File: config.mk
export PLATFORM = sky130hd
export DESIGN_NAME = win_xlate_top
export DESIGN_NICKNAME = d
export VERILOG_FILES = /design/src/rtl/xlt_pkg.sv /design/src/rtl/xlt_regs.sv /design/src/rtl/xlt_path.sv /design/src/rtl/xlt_stage.sv /design/src/rtl/win_xlate_top.sv
export SDC_FILE = /design/constraint.sdc
export NUM_CORES = 1
export LEC_CHECK = 0
export BUFFER_PORTS_ARGS = -buffer_cell sky130_fd_sc_hd__clkbuf_2
export CAP_MARGIN = 0
export CORE_MARGIN = 3
export CORE_UTILIZATION = 52
export DETAILED_ROUTE_END_ITERATION = 6
export GPL_TIMING_DRIVEN = 0
export PLACE_DENSITY_LB_ADDON = 0.1
export SLEW_MARGIN = 20
export SYNTH_ARGS = -nofsm -noshare
export SYNTH_HDL_FRONTEND = slang
export SYNTH_SLANG_ARGS = --single-unit
File: constraint.sdc
create_clock -name clk -period 4.1 [get_ports clk]
set_clock_uncertainty 0.2 [all_clocks]
set_input_delay 0.41 -clock clk [delete_from_list [all_inputs] [get_ports clk]]
set_output_delay 0.41 -clock clk [all_outputs]
set_load 0.005 [all_outputs]
File: src/rtl/xlt_pkg.sv
package xlt_pkg;
    localparam int ADDR_W  = 64;
    localparam int WORD_W  = 32;
    localparam int CNT_W   = 6;
    localparam int BAR_W   = 3;
    localparam int KIND_W  = 2;
    localparam int MID_LO  = 8;
    localparam int MID_W   = WORD_W - MID_LO;
    localparam int MIN_CNT = 7;
    localparam logic [BAR_W-1:0] CATCH_BAR = 3'd7;

    typedef enum logic [KIND_W-1:0] {
        KIND_MEM = 2'd0,
        KIND_IO  = 2'd1,
        KIND_CFG = 2'd2,
        KIND_MSG = 2'd3
    } req_kind_e;

    typedef enum logic {
        ST_EMPTY = 1'b0,
        ST_FULL  = 1'b1
    } stage_state_e;

    typedef struct packed {
        logic [WORD_W-1:0] hi;
        logic [MID_W-1:0]  mid;
        logic [CNT_W-1:0]  cnt;
    } win_cfg_t;
endpackage

File: src/rtl/xlt_regs.sv
module xlt_regs
    import xlt_pkg::*;
#(
    parameter int NWIN = 3,
    parameter int RAW  = 3
) (
    input  logic                     clk,
    input  logic                     rst_n,
    input  logic                     reg_wr,
    input  logic [RAW-1:0]           reg_addr,
    input  logic [WORD_W-1:0]        reg_wdata,
    output logic [WORD_W-1:0]        reg_rdata,
    output win_cfg_t [NWIN-1:0]      win_o
);
    localparam int WIDX_W = RAW - 1;

    win_cfg_t [NWIN-1:0] win_q;
    logic [WIDX_W-1:0]   widx;

    for (genvar k = 0; k < NWIN; k++) begin : g_win
        always_ff @(posedge clk) begin
            if (!rst_n) begin
                win_q[k] <= '0;
            end else if (reg_wr && reg_addr == RAW'(2 * k)) begin
                win_q[k].mid <= reg_wdata[WORD_W-1:MID_LO];
                win_q[k].cnt <= reg_wdata[CNT_W-1:0];
            end else if (reg_wr && reg_addr == RAW'(2 * k + 1)) begin
                win_q[k].hi <= reg_wdata;
            end
        end
    end

    assign widx  = reg_addr[RAW-1:1];
    assign win_o = win_q;

    always_comb begin
        reg_rdata = '0;
        for (int k = 0; k < NWIN; k++) begin
            if (int'(widx) == k) begin
                if (reg_addr[0]) reg_rdata = win_q[k].hi;
                else reg_rdata = {win_q[k].mid, {(MID_LO - CNT_W){1'b0}}, win_q[k].cnt};
            end
        end
    end

    // a write to an address outside the windows leaves every window unchanged
    a_r2_unused_addr_ignored: assert property (@(posedge clk) disable iff (!rst_n)
        (reg_wr && int'(widx) >= NWIN) |=> $stable(win_q));
endmodule

File: src/rtl/xlt_path.sv
module xlt_path
    import xlt_pkg::*;
#(
    parameter int NWIN = 3
) (
    input  win_cfg_t [NWIN-1:0]  win_i,
    input  logic [ADDR_W-1:0]    in_addr,
    input  logic [KIND_W-1:0]    in_kind,
    input  logic [BAR_W-1:0]     in_bar,
    input  logic                 in_match_en,
    output logic [ADDR_W-1:0]    xl_addr,
    output logic                 xl_bypass,
    output logic [BAR_W-1:0]     xl_bar
);
    localparam int SEL_W   = $clog2(NWIN);
    localparam int CATCH   = NWIN - 1;
    localparam int NPASS_W = CNT_W + 1;

    logic [SEL_W-1:0]   sel;
    win_cfg_t           cfg;
    logic [CNT_W-1:0]   cnt_eff;
    logic [NPASS_W-1:0] npass;
    logic [ADDR_W-1:0]  base;
    logic [ADDR_W-1:0]  keep;

    always_comb begin
        sel = SEL_W'(CATCH);
        if (in_match_en && int'(in_bar) < CATCH) sel = SEL_W'(in_bar);
    end

    always_comb begin
        cfg = '0;
        for (int k = 0; k < NWIN; k++) begin
            if (int'(sel) == k) cfg = win_i[k];
        end
    end

    assign cnt_eff = (cfg.cnt < CNT_W'(MIN_CNT)) ? CNT_W'(MIN_CNT) : cfg.cnt;
    assign npass   = NPASS_W'(cnt_eff) + NPASS_W'(1);
    assign base    = {cfg.hi, cfg.mid, {MID_LO{1'b0}}};

    for (genvar i = 0; i < ADDR_W; i++) begin : g_keep
        assign keep[i] = (NPASS_W'(i) < npass);
    end

    assign xl_bypass = !(in_kind == KIND_MEM || in_kind == KIND_IO);
    assign xl_addr   = xl_bypass ? in_addr : ((in_addr & keep) | (base & ~keep));
    assign xl_bar    = (int'(sel) == CATCH) ? CATCH_BAR : BAR_W'(sel);
endmodule

File: src/rtl/xlt_stage.sv
module xlt_stage
    import xlt_pkg::*;
#(
    parameter int DW = 68
) (
    input  logic          clk,
    input  logic          rst_n,
    input  logic          in_valid,
    output logic          in_ready,
    input  logic [DW-1:0] in_data,
    output logic          out_valid,
    input  logic          out_ready,
    output logic [DW-1:0] out_data
);
    stage_state_e state_q, state_d;
    logic [DW-1:0] data_q;
    logic          take;

    assign in_ready = (state_q == ST_EMPTY) || out_ready;
    assign take     = in_valid && in_ready;

    always_comb begin
        state_d = state_q;
        unique case (state_q)
            ST_EMPTY: if (in_valid) state_d = ST_FULL;
            ST_FULL:  if (out_ready && !in_valid) state_d = ST_EMPTY;
        endcase
    end

    always_ff @(posedge clk) begin
        if (!rst_n) state_q <= ST_EMPTY;
        else state_q <= state_d;
    end

    always_ff @(posedge clk) begin
        if (!rst_n) data_q <= '0;
        else if (take) data_q <= in_data;
    end

    assign out_valid = (state_q == ST_FULL);
    assign out_data  = data_q;

    a_r8_hold_stable: assert property (@(posedge clk) disable iff (!rst_n)
        (out_valid && !out_ready) |=> (out_valid && $stable(out_data)));
    a_r8_fill: assert property (@(posedge clk) disable iff (!rst_n)
        take |=> out_valid);
    a_r8_drain: assert property (@(posedge clk) disable iff (!rst_n)
        (out_valid && out_ready && !in_valid) |=> !out_valid);
endmodule

File: src/rtl/win_xlate_top.sv
module win_xlate_top
    import xlt_pkg::*;
#(
    parameter int NWIN = 3,
    parameter int RAW  = 3
) (
    input  logic              clk,
    input  logic              rst_n,
    input  logic              reg_wr,
    input  logic [RAW-1:0]    reg_addr,
    input  logic [31:0]       reg_wdata,
    output logic [31:0]       reg_rdata,
    input  logic              in_valid,
    output logic              in_ready,
    input  logic [63:0]       in_addr,
    input  logic [1:0]        in_kind,
    input  logic [2:0]        in_bar,
    input  logic              in_match_en,
    output logic              out_valid,
    input  logic              out_ready,
    output logic [63:0]       out_addr,
    output logic              out_bypass,
    output logic [2:0]        out_bar
);
    localparam int DW = ADDR_W + 1 + BAR_W;

    win_cfg_t [NWIN-1:0] win;
    logic [ADDR_W-1:0]   xl_addr;
    logic                xl_bypass;
    logic [BAR_W-1:0]    xl_bar;
    logic [DW-1:0]       st_out;

    xlt_regs #(.NWIN(NWIN), .RAW(RAW)) u_regs (
        .clk(clk), .rst_n(rst_n), .reg_wr(reg_wr), .reg_addr(reg_addr),
        .reg_wdata(reg_wdata), .reg_rdata(reg_rdata), .win_o(win)
    );

    xlt_path #(.NWIN(NWIN)) u_path (
        .win_i(win), .in_addr(in_addr), .in_kind(in_kind), .in_bar(in_bar),
        .in_match_en(in_match_en), .xl_addr(xl_addr), .xl_bypass(xl_bypass),
        .xl_bar(xl_bar)
    );

    xlt_stage #(.DW(DW)) u_stage (
        .clk(clk), .rst_n(rst_n), .in_valid(in_valid), .in_ready(in_ready),
        .in_data({xl_addr, xl_bypass, xl_bar}), .out_valid(out_valid),
        .out_ready(out_ready), .out_data(st_out)
    );

    assign out_addr   = st_out[DW-1:BAR_W+1];
    assign out_bypass = st_out[BAR_W];
    assign out_bar    = st_out[BAR_W-1:0];

    a_r3_bar_legal: assert property (@(posedge clk) disable iff (!rst_n)
        out_valid |-> (out_bar == 3'd0 || out_bar == 3'd1 || out_bar == 3'd7));
    a_r3_nomatch_to_catch: assert property (@(posedge clk) disable iff (!rst_n)
        (in_valid && in_ready && !in_match_en) |=> (out_bar == 3'd7));
    a_r5_low_byte_passes: assert property (@(posedge clk) disable iff (!rst_n)
        (in_valid && in_ready && in_kind[1] == 1'b0) |=> (out_addr[7:0] == $past(in_addr[7:0]) && !out_bypass));
    a_r7_bypass_unchanged: assert property (@(posedge clk) disable iff (!rst_n)
        (in_valid && in_ready && in_kind[1] == 1'b1) |=> (out_addr == $past(in_addr) && out_bypass));
    a_r8_backpressure: assert property (@(posedge clk) disable iff (!rst_n)
        (out_valid && !out_ready) |-> !in_ready);
endmodule

==> impl_results.md, run 1 <==
* Outcome: finished, violations left
* Failing checks: DRC
* First drt pass iteration count at 7
* Vias in the first global route at roughly 14,000
* Critical-path cell list: clkbuf_2 -> or3b_4 -> clkbuf_1 -> clkbuf_2 -> nor3_1 -> a21oi_1 -> ha_2 -> buf_1 -> or4_4 -> or3b_1 -> a221o_1 -> a21oi_1
* Yosys warns at 0
* Vias at 14,970
* CTS Root Cell: clkbuf_16
* Final TNS setup at 0 ns
* Highest clock rate at 246.2 MHz
* Synthesized area per cell at between 7 and 8 sq um
* Die footprint at 27,370 sq um
* Net Count, Synth at around 1,800
* Critical Path End: u_stage.out_data[13]$_SDFFE_PN0P_
* Layout net count at about 2,200
* Reg-to-Reg Start: u_regs.win_o[128]$_SDFFE_PN0P_
* Critical path endpoint category: flip-flop
* Routed WL per cell at approximately 25 um
* Residual DRC at 1
* Global-route wire length before repair at 85,370 um
* Total track usage at 41.76%
* Synthesized area at 13,220 sq um
* Largest stage delay, worst path at 0.63 ns
* Max Slew Vio Count at 0
* R2R Setup Slk at 0.32 ns
* Least-Margin Pin Slew at approximately 1.3 ns
* Cell Count, Final, Fillers Out at around 2,400
* Yosys reg bits at about 260
* MaxCap Viol Count at 0
* Most frequent cells in the layout: nand2_1 (456), a21oi_1 (272), dfxtp_1 (255)
* Post-DP HPWL at between 40,000 and 50,000 um
* Crit share post-route at a little under 100%
* Leading area contributor after synthesis: dfxtp_1
* Ranking of synthesized cells by area: dfxtp_1 (39%), nand2_1 (13%), a21oi_1 (10%)
* Synthesis-to-finish area growth at 25.94%
* Num Clock Sinks at approximately 260
* H-tree Lvls at 1
* Number of DRC markers in iteration 0 at 1,978
* Starting Density at 53.56%
* Post-layout min period at 4.062 ns
* Vias per inst at between 6 and 7
* Power density over the cells at approximately 370 nW/um^2
* Row Count at 57
* CTS tree: done
* Reg2Reg Capture Point: u_stage.out_data[13]$_SDFFE_PN0P_
* Slowest-stage cell, CP: or4_4
* CTS max path bufs at 3
* Yosys top cell area share at around 39%
* CP required at 4.38 ns
* Slew HR at 15.11%
* Sequential cell area at just over 5000 sq um
* Post-synthesis sequential area ratio at about two fifths
* CP startpoint: in_match_en
* Final Setup Violations at 0
* Asr flop ratio synth at 0%
* Post-Synthesis Cells at around 1,700
* Critical path arrival at roughly 4.3 ns
* Distinct cells, synth at about 70
* Setup repair after global routing missed its margin: no
* Skew-Pair Late Insertion Delay at 0.57 ns
* CTS Buf Count at 27
* Most common cell after layout, fill and taps aside: nand2_1
* Cell count after placement at roughly 2,200
* Maximum vdd drop at approximately 0.30 mV
* Leakage power at about 6.3 nW
* # diodes at 0
* EDFF count, synth at 0
* Worst Hold Margin at between 0.015 and 0.02 ns
* Crit path max fanout at 10
* Largest net degree at the start of global routing at 15
* R2R depth at 10
* Die Height at ~170 um
* Total grt overflow at 0
* Initial antenna violation count at 4
* DRT Wirelength at just under 60,000 um
* Final ANT Viol Nets at 0
* Fin. Hold Viols at 0
* Worst-path clk slew at approximately 0.060 ns
* Fill cells at between 2,000 and 2,500
* CP Launch Type: primary input
* Top_reg_cell synth: dfxtp_1
* Footprint of the multi-input gates at between 7000 and 8000 sq um
* Die width at 165.4 um
* Io pins at approximately 210
* Core area at 24,680 sq um
* Port Buffers at ~210
* Hold Crit Class: primary input to flip-flop
* Layout cells sized above 1 at between 10% and 20%
* Routability cong. at between 1 and 1.5
* CP Class: primary input to flip-flop
[metrics by stage]
stage                     total power [mW]  util, %  instance area (sq um)  setup WS [ns]
after global routing                 6.298    67.45                  16640      0.0004801
after CTS                            6.101    67.20                  16580        0.03234
final                                6.164    67.45                  16640        0.03780
after detailed placement             3.483    59.38                  14650         -1.692
after floorplan                      3.105        -                  13220        0.04515
after global placement               3.475    59.38                  14650         -1.790
[per-layer routing]
| layer | vias up | GRT usage (%) | share of wire, % |
|---|---|---|---|
| met1 | 6964 | 53.92 | 39 |
| li1 | 6754 | - | - |
| met4 | 4 | 18.90 | 5.1 |
| met2 | 1047 | 64.35 | 43 |
| met3 | 201 | 12.62 | 14 |
| met5 | - | 0 | 0.039 |
[where the power goes]
group / switching [mW] / total (mW) / internal [mW]
clock: 1.08 / 2.61 / 1.53
combinational: 0.580 / 0.914 / 0.334
sequential: 0.0725 / 2.64 / 2.57
[layout make-up]
type / count / share of cell area [%]
Tap cell: 324 / 2.436
Clock buffer: 41 / 5.036
Timing Repair Buffer: 299 / 11.77
Multi-Input combinational cell: 1308 / 45.74
Buffer: 141 / 3.458
Inverter: 12 / 0.2706
Clock inverter: 7 / 0.6164
Sequential cell: 255 / 30.67
[how the worst min path moves through the flow]
stage / startpoint / end / depth (start not counted)
2_1_floorplan: u_regs.win_o[183]$_SDFFE_PN0P_ / u_regs.win_o[183]$_SDFFE_PN0P_ / 2
3_3_place_gp: u_stage.out_data[11]$_SDFFE_PN0P_ / u_stage.out_data[11]$_SDFFE_PN0P_ / 2
3_5_place_dp: u_stage.out_data[8]$_SDFFE_PN0P_ / u_stage.out_data[8]$_SDFFE_PN0P_ / 2
4_1_cts: in_addr[58] / u_stage.out_data[62]$_SDFFE_PN0P_ / 3
5_1_grt: reg_wdata[8] / u_regs.win_o[6]$_SDFFE_PN0P_ / 3
6_report: reg_wdata[8] / u_regs.win_o[6]$_SDFFE_PN0P_ / 3
[worst max-delay path: cells and delay by family]
kind	cells	cell delay, ns
AND/OR/NAND/NOR	4	1.44
buffers and inverters	4	1.35
AO/OA/AOI/OAI	3	0.80
adder cells (fa/ha/maj)	1	0.32
[cell families after synthesis]
| group | count (synthesis) | share of synthesized area [%] |
|---|---|---|
| AO/OA/AOI/OAI | 516 | 22.91 |
| AND/OR/NAND/NOR | 627 | 20.38 |
| XOR/XNOR | 7 | 0.4639 |
| multiplexers | 157 | 13.00 |
| flip-flops | 255 | 38.63 |
| buffers and inverters | 154 | 4.525 |
| adder cells (fa/ha/maj) | 1 | 0.09465 |
[flip-flops by register name (all words and copies together), names as in the netlist]
| signal | count |
|---|---|
| u_regs.win_o | 186 |
| u_stage.out_data | 68 |
| u_stage.out_valid | 1 |
[synthesized netlist by cell type (3+ instances only)]
cell type    n
nor4_1       7
o21ai_0     79
clkbuf_1   125
nand2_1    457
a31oi_1     49
or3_1        4
xnor2_1      6
mux4_2       8
nand4_1      9
nand3b_1    23
o21a_1       5
mux2_2      19
o21ai_1      5
a221o_1     12
nand3_1     17
and2_1       3
and3_1       4
nor2_1      61
a211oi_1    21
nor3_1      19
nand2b_1     4
nor2b_1      3
dfxtp_1    255
inv_1       12
buf_2        4
o22ai_1      8
buf_1       10
mux2i_1    127
o221ai_1    32
o211ai_1    11
a21oi_1    272
[timing repair]
item,4_1_cts,5_1_grt
pin swaps,0,0
hold buffers,92,0
hold endpoints to repair,239,0
setup buffers,0,1
gates resized for setup,22,12
endpoints found under the setup margin,75,53
(Power assumes the default switching activity.)
==> inputs of run 2 (changes only) <==
--- a/config.mk
+++ b/config.mk
@@ -8,7 +8,7 @@
 export BUFFER_PORTS_ARGS = -buffer_cell sky130_fd_sc_hd__clkbuf_2
 export CAP_MARGIN = 0
 export CORE_MARGIN = 3
-export CORE_UTILIZATION = 52
+export CORE_UTILIZATION = 50
 export DETAILED_ROUTE_END_ITERATION = 6
 export GPL_TIMING_DRIVEN = 0
 export PLACE_DENSITY_LB_ADDON = 0.1
==> run 2 against run 1 <==
  * The flow finishes with violations (setup timing)
  * Hold slack better by 0.0055 ns
  * Register-to-register slack better by 0.05 ns
  * Sequential share of layout area up 0.065 points
  * Final cell count up 0.29%
  * First-iteration DRC count down 1.4%
  * Die area up 3.9%
  * Critical path depth down 5
  * Clock-buffer cell count down 5
  * Highest routed layer is now met4
==> impl_results.md, run 2 (synthesis results as in run 1) <==
* Outcome: finished, violations left (unchanged)
* Failing checks: setup timing (was DRC)
* Reg2Reg Capture Point: u_stage.out_data[38]$_SDFFE_PN0P_ (was u_stage.out_data[13]$_SDFFE_PN0P_)
* Number of DRC markers in iteration 0 at 1,951 (was 1,978)
* Initial antenna violation count at 0 (was 4)
* Num Clock Sinks at 255 (unchanged)
* Leakage power at 6.246 nW (was 6.273 nW)
* Hold path cells at 3 (unchanged)
* Layout cells sized above 1 at 15.79% (was 16.00%)
* MaxCap Viol Count at 0 (unchanged)
* Synthesis-to-finish area growth at 25.67% (was 25.94%)
* CTS Root Cell: clkbuf_16 (unchanged)
* Top Usage Layer GRT: met2 (unchanged)
* Routability cong. at 1.004 (was 1.023)
* Residual DRC at 0 (was 1)
* Vias in the first global route at 14,150 (was 13,850)
* Slew HR at 19.22% (was 15.11%)
* Placed Area at 14,660 sq um (was 14,650 sq um)
* Total grt overflow at 0 (unchanged)
* Skew-Pair Late Insertion Delay at 0.55 ns (was 0.57 ns)
* Worst-path clk slew at 0.07 ns (was 0.06 ns)
* Io pins at 212 (unchanged)
* Die footprint at 28,420 sq um (was 27,370 sq um)
* Critical path endpoint category: output pin (was flip-flop)
* Layout net count at 2,154 (was 2,155)
* Die Height at 168.6 um (was 165.4 um)
* DRT Wirelength at 58,820 um (was 59,540 um)
* Maximum vdd drop at 0.3851 mV (was 0.2990 mV)
* Total track usage at 39.64% (was 41.76%)
* Worst Hold Path EP: u_stage.out_data[38]$_SDFFE_PN0P_ (was u_regs.win_o[6]$_SDFFE_PN0P_)
* Largest net degree at the start of global routing at 15 (unchanged)
* Final WS setup at -0.07016 ns (was 0.03780 ns)
* R2R Setup Slk at 0.37 ns (was 0.32 ns)
* Most frequent CP cell: clkbuf_1
* Crit share post-route at 101.7% (was 99.08%)
* Most frequent cells in the layout: nand2_1 (456), a21oi_1 (272), dfxtp_1 (255) (unchanged)
* Footprint of the multi-input gates at 7574 sq um (was 7614 sq um)
* Cell area after layout at 16,610 sq um (was 16,640 sq um)
* Row Count at 58 (was 57)
* CTS tree: done (unchanged)
* Critical path arrival at 3.56 ns (was 4.34 ns)
* WP buf/inv at 5 (was 4)
* R2R depth at 11 (was 10)
* Most common cell after layout, fill and taps aside: nand2_1 (unchanged)
* CTS max path bufs at 3 (unchanged)
* Critical-path cell list: clkbuf_2 -> clkbuf_1 -> nand2b_1 -> clkbuf_1 -> clkbuf_1 -> o22ai_1 -> clkbuf_2 (was clkbuf_2 -> or3b_4 -> clkbuf_1 -> clkbuf_2 -> nor3_1 -> a21oi_1 -> ha_2 -> buf_1 -> or4_4 -> or3b_1 -> a221o_1 -> a21oi_1)
* M2 GR Usage at 61.59% (was 64.35%)
* # diodes at 0 (unchanged)
* Grt met1 use at 52.18% (was 53.92%)
* Largest stage delay, worst path at 0.74 ns (was 0.63 ns)
* Vias at 15,010 (was 14,970)
* Power density over the cells at 371.1 nW/um^2 (was 370.4 nW/um^2)
* Die width at 168.6 um (was 165.4 um)
* Port Buffers at 206 (unchanged)
* Final TNS setup at -0.07016 ns (was 0 ns)
* Worst Hold Margin at 0.02144 ns (was 0.01592 ns)
* Least-Margin Pin Slew at 1.212 ns (was 1.273 ns)
* H-tree Lvls at 1 (unchanged)
* Reg-to-Reg Start: u_regs.win_o[128]$_SDFFE_PN0P_ (unchanged)
* Fin. Hold Viols at 0 (unchanged)
* Slowest-stage cell, CP: clkbuf_1 (was or4_4)
* Cell count after placement at 2,253 (was 2,247)
* Fill cells at 2,317 (was 2,142)
* Crit path max-delay family: buffers and inverters (was simple AND/OR/NAND/NOR gates)
* Setup Buffers After CTS at 0 (unchanged)
* Post-layout min period at 4.170 ns (was 4.062 ns)
* Vias per inst at 6.270 (was 6.271)
* CP required at 3.49 ns (was 4.38 ns)
* Sequential cell area at 5105 sq um (unchanged)
* CP Class: primary input to output pin (was primary input to flip-flop)
* Hold Crit Start: in_addr[34] (was reg_wdata[8])
* Post-DP HPWL at 43,040 um (was 43,510 um)
* Final Setup Violations at 1 (was 0)
* Core area at 25,540 sq um (was 24,680 sq um)
* Routed WL per cell at 24.57 um (was 24.94 um)
* Crit path max fanout at 10 (unchanged)
* Max Slew Vio Count at 0 (unchanged)
* Global-route wire length before repair at 86,390 um (was 85,370 um)
* Cell Count, Final, Fillers Out at 2,394 (was 2,387)
* Final ANT Viol Nets at 0 (unchanged)
* Hold Crit Class: primary input to flip-flop (unchanged)
* Setup repair after global routing missed its margin: no (unchanged)
* Max reg flops at 186 (unchanged)
* Starting Density at 51.74% (was 53.56%)
* CP Launch Type: primary input (unchanged)
* CTS Buf Count at 28 (was 27)
* First drt pass iteration count at 6 (was 7)
* Highest clock rate at 239.8 MHz (was 246.2 MHz)
* Met3 usage at 10.93% (was 12.62%)
[run 2: cell count changes in the layout (fill, tap and decap cells not counted), moves of 2 or more]
cell / change
a211oi_2: -2
clkbuf_8: -6
nor4_2: -3
clkinv_2: +4
nor4_1: +2
clkinvlp_4: +2
a211oi_1: +2
[run 2: cell type report]
cell class                 instances  area share (%)
buffer                           140           3.420
clock buffer                      36           4.701
clock inverter                    15           1.040
inverter                          12          0.2712
multi-input combinational       1308           45.60
sequential                       255           30.73
tap                              330           2.486
timing repair buffer             298           11.75
[run 2: worst reg2reg max path, stage by stage, from the launching register on]
cell      delay (ns)
dfxtp_1         0.30
clkbuf_1        0.40
nor3_1          0.19
nor3_2          0.32
nor2_1          0.10
ha_2            0.28
buf_1           0.24
o21a_1          0.28
nor4_1          0.52
o21ai_0         0.26
a221o_1         0.42
a21oi_1         0.16
[run 2: how the worst max path moves through the flow]
stage / start / endpoint / slack (ns) / cells after the start
finish: reg_addr[2] / reg_rdata[8] / -0.07 / 7
global placement: in_bar[0] / u_stage.out_data[27]$_SDFFE_PN0P_ / -1.61 / 13
global route: reg_addr[2] / reg_rdata[8] / 0.007 / 7
CTS: in_bar[0] / u_stage.out_data[56]$_SDFFE_PN0P_ / 0.03 / 14
detailed placement: in_bar[0] / u_stage.out_data[27]$_SDFFE_PN0P_ / -1.59 / 13
floorplan: in_bar[0] / u_stage.out_data[60]$_SDFFE_PN0P_ / 0.05 / 14
[run 2: repair_timing]
action | CTS | global route
endpoints found under the hold margin | 245 | 0
hold buffers | 92 | 0
gates resized for setup | 17 | 9
pin swaps | 0 | 0
endpoints found under the setup margin | 76 | 68
[run 2: per-stage QoR]
step / power (mW) / setup WS [ns] / util [%]
after floorplan: 3.105 / 0.04515 / -
after global placement: 3.473 / -1.606 / 57.39
after detailed placement: 3.483 / -1.588 / 57.39
after CTS: 6.126 / 0.02725 / 64.93
after global routing: 6.322 / 0.006974 / 65.02
final: 6.164 / -0.07016 / 65.02
[run 2: where the power goes]
group	internal [mW]	switching, mW	total (mW)
registers	2.57	0.0700	2.64
clock network	1.53	1.09	2.62
logic	0.331	0.576	0.907
total	4.43	1.73	6.16
[run 2: layer usage]
layer	vias to the layer above	routed length [um]
met2	1044	25410
met5	-	0
met4	0	2829
met1	7018	22720
li1	6764	-
met3	184	7864
